**config.mk**
```make
export PLATFORM = sky130hd
export DESIGN_NAME = mmac_unit
export DESIGN_NICKNAME = d
export VERILOG_FILES = /design/src/rtl/mmac_pkg.sv /design/src/rtl/mmac_addr_gen.sv /design/src/rtl/mmac_elem_sel.sv /design/src/rtl/mmac_accum.sv /design/src/rtl/mmac_unit.sv
export SDC_FILE = /design/constraint.sdc
export NUM_CORES = 1
export LEC_CHECK = 0
export ABC_AREA = 1
export ABC_CLOCK_PERIOD_IN_PS = 14900
export BUFFER_PORTS_ARGS = -buffer_cell sky130_fd_sc_hd__buf_2
export CORE_MARGIN = 2
export CORE_UTILIZATION = 65
export CTS_BUF_LIST = sky130_fd_sc_hd__clkbuf_16
export CTS_CLUSTER_DIAMETER = 120
export DETAILED_ROUTE_END_ITERATION = 8
export PLACE_DENSITY = 0.86
export SYNTH_ARGS = -nofsm -noshare
export SYNTH_HDL_FRONTEND = slang
export SYNTH_SLANG_ARGS = --single-unit
```
**constraint.sdc**
```tcl
create_clock -name clk_i -period 14.9 [get_ports clk_i]
set_clock_uncertainty 0.05 [all_clocks]
set_input_delay 0.745 -clock clk_i [delete_from_list [all_inputs] [get_ports clk_i]]
set_output_delay 0.745 -clock clk_i [all_outputs]
set_load 0.1 [all_outputs]
```
**src/rtl/mmac_pkg.sv**
```systemverilog
package mmac_pkg;
  localparam int ELEM_W = 16;
  localparam int REG_W  = 2 * ELEM_W;
  localparam int RES_W  = 32;

  typedef logic signed [ELEM_W-1:0] elem_t;
  typedef logic signed [REG_W-1:0]  prod_t;
endpackage

```
**src/rtl/mmac_addr_gen.sv**
```systemverilog
module mmac_addr_gen #(
  parameter int AW    = 16,
  parameter int CNT_W = 4
) (
  input  logic             clk_i,
  input  logic             rst_ni,
  input  logic             load_i,
  input  logic             col_i,
  input  logic [CNT_W-1:0] cnt_i,
  input  logic [AW-1:0]    ptr_i,
  input  logic             adv_i,
  output logic [AW-1:0]    addr_o
);
  logic [AW-1:0] addr_q, stride_q, stride_d;
  logic          col_q;
  logic [CNT_W-1:0] cnt_q;

  assign stride_d = col_i ? AW'({cnt_i, 1'b0}) : AW'(2);

  always_ff @(posedge clk_i or negedge rst_ni) begin
    if (!rst_ni) begin
      addr_q   <= '0;
      stride_q <= '0;
      col_q    <= 1'b0;
      cnt_q    <= '0;
    end else if (load_i) begin
      addr_q   <= ptr_i;
      stride_q <= stride_d;
      col_q    <= col_i;
      cnt_q    <= cnt_i;
    end else if (adv_i) begin
      addr_q <= addr_q + stride_q;
    end
  end

  assign addr_o = addr_q;

  p_row_step_r4: assert property (@(posedge clk_i) disable iff (!rst_ni)
    (adv_i && !load_i && !col_q) |=> (addr_q == $past(addr_q) + AW'(2)));

  p_col_step_r5: assert property (@(posedge clk_i) disable iff (!rst_ni)
    (adv_i && !load_i && col_q) |=> (addr_q == $past(addr_q) + AW'({cnt_q, 1'b0})));
endmodule

```
**src/rtl/mmac_elem_sel.sv**
```systemverilog
module mmac_elem_sel
  import mmac_pkg::*;
#(
  parameter int RIDX_W = 4,
  parameter int CNT_W  = 4
) (
  input  logic [RIDX_W-1:0] base_i,
  input  logic [CNT_W-1:0]  idx_i,
  output logic [RIDX_W-1:0] reg_idx_o,
  input  logic [REG_W-1:0]  reg_data_i,
  output elem_t             elem_o
);
  logic [CNT_W-1:0] pair;

  assign pair      = idx_i >> 1;
  assign reg_idx_o = base_i + RIDX_W'(pair);
  // even element in the upper half
  assign elem_o    = idx_i[0] ? reg_data_i[ELEM_W-1:0] : reg_data_i[REG_W-1:ELEM_W];
endmodule

```
**src/rtl/mmac_accum.sv**
```systemverilog
module mmac_accum
  import mmac_pkg::*;
#(
  parameter int ACC_W = 36
) (
  input  logic             clk_i,
  input  logic             rst_ni,
  input  logic             clear_i,
  input  logic             add_i,
  input  elem_t            a_i,
  input  elem_t            b_i,
  output logic [ACC_W-1:0] acc_o
);
  localparam int EXT_W = ACC_W - REG_W;

  prod_t            prod;
  logic [ACC_W-1:0] prod_ext, acc_q;

  assign prod     = a_i * b_i;
  assign prod_ext = {{EXT_W{prod[REG_W-1]}}, prod};

  always_ff @(posedge clk_i or negedge rst_ni) begin
    if (!rst_ni)      acc_q <= '0;
    else if (clear_i) acc_q <= '0;
    else if (add_i)   acc_q <= acc_q + prod_ext;
  end

  assign acc_o = acc_q;

  p_acc_hold_r6: assert property (@(posedge clk_i) disable iff (!rst_ni)
    (!clear_i && !add_i) |=> $stable(acc_q));
endmodule

```
**src/rtl/mmac_unit.sv**
```systemverilog
module mmac_unit
  import mmac_pkg::*;
#(
  parameter int AW     = 16,
  parameter int RIDX_W = 4,
  parameter int CNT_W  = 4,
  parameter int ACC_W  = 36
) (
  input  logic              clk_i,
  input  logic              rst_ni,
  input  logic              start_i,
  input  logic [CNT_W:0]    ctrl_i,
  input  logic [AW-1:0]     ptr_i,
  input  logic [RIDX_W-1:0] base_i,
  output logic [RIDX_W-1:0] vreg_idx_o,
  input  logic [REG_W-1:0]  vreg_data_i,
  output logic              mem_req_o,
  output logic [AW-1:0]     mem_addr_o,
  input  logic [ELEM_W-1:0] mem_rdata_i,
  output logic              busy_o,
  output logic              done_o,
  output logic [RES_W-1:0]  result_o
);
  logic              busy_q, issuing_q, vld_q, done_q;
  logic [CNT_W-1:0]  idx_q, cnt_q;
  logic [RIDX_W-1:0] base_q;
  elem_t             elem_w, elem_q;
  logic [ACC_W-1:0]  acc;
  logic              accept, finish, last_issue;

  assign accept     = start_i && !busy_q;
  assign finish     = busy_q && !issuing_q;
  assign last_issue = issuing_q && (idx_q == cnt_q - CNT_W'(1));

  always_ff @(posedge clk_i or negedge rst_ni) begin
    if (!rst_ni) begin
      busy_q    <= 1'b0;
      issuing_q <= 1'b0;
      done_q    <= 1'b0;
      idx_q     <= '0;
      cnt_q     <= '0;
      base_q    <= '0;
    end else if (accept) begin
      busy_q    <= 1'b1;
      issuing_q <= |ctrl_i[CNT_W-1:0];
      done_q    <= 1'b0;
      idx_q     <= '0;
      cnt_q     <= ctrl_i[CNT_W-1:0];
      base_q    <= base_i;
    end else begin
      done_q <= finish;
      if (finish) busy_q <= 1'b0;
      if (issuing_q) begin
        idx_q <= idx_q + CNT_W'(1);
        if (last_issue) issuing_q <= 1'b0;
      end
    end
  end

  // align vector element with the read data one cycle later
  always_ff @(posedge clk_i or negedge rst_ni) begin
    if (!rst_ni) begin
      vld_q  <= 1'b0;
      elem_q <= '0;
    end else begin
      vld_q <= issuing_q;
      if (issuing_q) elem_q <= elem_w;
    end
  end

  mmac_elem_sel #(.RIDX_W(RIDX_W), .CNT_W(CNT_W)) u_sel (
    .base_i     (base_q),
    .idx_i      (idx_q),
    .reg_idx_o  (vreg_idx_o),
    .reg_data_i (vreg_data_i),
    .elem_o     (elem_w)
  );

  mmac_addr_gen #(.AW(AW), .CNT_W(CNT_W)) u_addr (
    .clk_i  (clk_i),
    .rst_ni (rst_ni),
    .load_i (accept),
    .col_i  (ctrl_i[CNT_W]),
    .cnt_i  (ctrl_i[CNT_W-1:0]),
    .ptr_i  (ptr_i),
    .adv_i  (issuing_q),
    .addr_o (mem_addr_o)
  );

  mmac_accum #(.ACC_W(ACC_W)) u_acc (
    .clk_i   (clk_i),
    .rst_ni  (rst_ni),
    .clear_i (accept),
    .add_i   (vld_q),
    .a_i     (elem_q),
    .b_i     (elem_t'(mem_rdata_i)),
    .acc_o   (acc)
  );

  assign mem_req_o = issuing_q;
  assign busy_o    = busy_q;
  assign done_o    = done_q;
  assign result_o  = acc[RES_W-1:0];

  p_req_in_busy_r8: assert property (@(posedge clk_i) disable iff (!rst_ni)
    mem_req_o |-> busy_o);

  p_done_pulse_r8: assert property (@(posedge clk_i) disable iff (!rst_ni)
    done_o |=> !done_o);

  p_done_idle_r8: assert property (@(posedge clk_i) disable iff (!rst_ni)
    done_o |-> !busy_o);

  p_zero_count_r7: assert property (@(posedge clk_i) disable iff (!rst_ni)
    (start_i && !busy_o && ctrl_i[CNT_W-1:0] == '0) |=> !mem_req_o ##1 (done_o && result_o == '0));

  p_hold_cfg_r9: assert property (@(posedge clk_i) disable iff (!rst_ni)
    (busy_o && start_i) |=> ($stable(cnt_q) && $stable(base_q)));
endmodule

```
==> run summary <==
outcome: finished clean
CP Class: reg2reg
total negative slack: 0 ns
Worst path slowest cell: fa_1
final wirelength: 42.94 mm
Crit path largest cell delay: 0.67 ns
initial antenna violation count: 1
Gates resized, CTS repair: 0
DRC Markers: 0
Finished Cell Area: 17,470 sq um
Ant. Diodes: 0
Netlist cell types: 43
max-cap viol count: 0
asr flop ratio synth: 100.0%
Initial Util: 65.55%
Final min period: 7.901 ns
htree depth: 3
number of flops mapped to enable cells by yosys: 0
share of cells above drive strength 1: 7.716%
most numerous cell in the Yosys netlist: nand2_1
Buf+Inv Stages, Crit Path: 4
endpoints failing setup: 0
max-slew violations: 0
Synthesized Nets: 2,685
IO Port Bufs: 130
Tcrit/Tclk final: 53.02%
Synthesis Warnings: 0
global-route wire length before repair: 72.02 mm
Overflow after GRT: 0
top cells by area, synth: fa_1 32%, nand2_1 13%, dfrtp_1 13%
CTS hold repair buffers: 0
gr usage total: 34.46%
Avg Inst Size Synth: 7.364 sq um
Rel. slew slack: 26.47%
nets: 2,752
CTS tree: done
Reg clk slew, reported paths: 0.08 ns
largest net degree at the start of global routing: 85
vias in the first global route: 14,990
DIE HEIGHT: 162.7 um
Hold Path Origin: u_addr.addr_o[0]
flops & latches, synth: 84
sequential area share after synthesis: 12.85%
hpwl dp: 35.92 mm
Routed Antenna Nets: 0
Most used DFF post-synth: dfrtp_1
largest area contributor in the netlist: fa_1
reg2reg start: elem_q[15]
Final Hold Vio Count: 0
DIE AREA: 26,460 sq um
R2R Setup Slk: 7.00 ns
Initial DRT Pass Iterations: 5
Startpoint Class: flop
Die Wd: 162.7 um
Critical Path RT: 15.09 ns
RePlAce Congestion: 0.9696
Least-Margin Pin Slew: 1.103 ns
Hold Path Class: reg2reg
clk sinks: 84
hold path cells: 2
synthesized instance count: 2,222
io pins: 131
r2r worst-path depth: 26
Critical Path AT: 8.09 ns
Setup Fix Bufs, Post-CTS: 0
WHS Endpoint: u_addr.addr_o[0]
Via density: 5.488
CP max FO: 17
Placeable Area: 24,960 sq um
clock latency at the later pin of the worst-skew pair: 0.35 ns
placed cell area: 17,170 sq um
Area growth syn-to-layout: 6.790%
num rows: 58
WL per Instance: 16.36 um
post-synth top area share: 32.42%
worst reg2reg endpoint: u_acc.acc_o[29]
CP delay by family, top: adder cells
CTS Root Cell: clkbuf_16
Max Freq: 0.1266 GHz
DR vias: 14,400
Clock Path Buffers: 2
Post-synth top cells: 588 x nand2_1, 556 x inv_1, 265 x fa_1
number of CTS-inserted buffers: 9
CP endpoint kind: flop
Post-Syn Area: 16,360 sq um
First DRT Iteration DRCs: 967
unrepaired setup endpoints after global routing: false
-- cell usage in the layout (no fill, tap or decap), types with 7 or more instances in the layout --
master,Yosys,final
clkbuf_16,0,9
nand3_1,60,60
xnor2_1,13,13
dfrtp_1,84,84
o211ai_1,11,11
nor2_1,142,141
nand4_1,13,13
o22ai_1,8,8
nor3_1,13,13
inv_1,556,556
buf_4,1,7
nand2_1,588,588
buf_2,4,129
a21oi_1,89,89
xor2_1,30,30
o21ai_0,83,83
ha_1,122,122
fa_1,265,265
-- state kept, by name, indices dropped and copies added (netlist names) --
name / count
base_q: 4
busy_o: 1
cnt_q: 4
done_o: 1
elem_q: 16
idx_q: 4
mem_req_o: 1
u_acc.acc_o: 32
u_addr.addr_o: 16
u_addr.stride_q: 4
vld_q: 1
-- worst min-delay path, cell delays in order (launching register included) --
cell and delay (ns):
dfrtp_1 0.34, nand2_1 0.05, nand2_1 0.05
-- kinds of logic (layout without fill, tap and decap cells) --
logic type,count (synthesis),after routing,synth area share [%]
DFF,84,84,12.85
xor gates and xnor gates,43,43,2.302
AOI/OAI and AO/OA,232,232,7.952
adders and majority gates,387,387,41.75
buffers and inverters,639,711,14.71
and+or+nand+nor,837,837,20.44
-- through the flow --
stage	utilization, %	hold slack (ns)	cells	worst slack [ns]
floorplan	-	0.3994	2222	7.907
global placement	68.77	0.4079	2608	6.929
detailed placement	68.77	0.4107	2608	6.775
CTS	70.00	0.4321	2624	7.040
global route	70.00	0.4692	2624	6.562
finish	70.00	0.4257	2624	6.999
-- how the worst max path moves through the flow --
stage / startpoint / end / slack (ns) / cells past startpoint
final: elem_q[15] / u_acc.acc_o[29] / 7.00 / 26
after global routing: elem_q[15] / u_acc.acc_o[30] / 6.56 / 28
after CTS: elem_q[15] / u_acc.acc_o[29] / 7.04 / 26
after detailed placement: mem_rdata_i[1] / u_acc.acc_o[29] / 6.77 / 27
after global placement: mem_rdata_i[1] / u_acc.acc_o[29] / 6.93 / 29
after floorplan: mem_rdata_i[7] / u_acc.acc_o[26] / 7.91 / 33
-- area by class of cell --
class	count	area (sq um)
Sequential cell	84	2102
Tap cell	330	412.9
Inverter	559	2098
Clock buffer	9	225.2
Multi-Input combinational cell	1499	11860
Fill cell	2060	7490
Clock inverter	7	81.33
Timing Repair Buffer	136	698.2
-- per-layer routing --
metal	vias up	track usage (%)	part of all wire, %
li1	6712	-	-
met4	2	13.84	3.6
met2	626	56.58	48
met3	133	7.156	8.4
met5	-	0	0.030
met1	6928	45.07	40
Power is not shown: default switching activity piles up to over one toggle a cycle in this logic, so the estimate is an artifact.
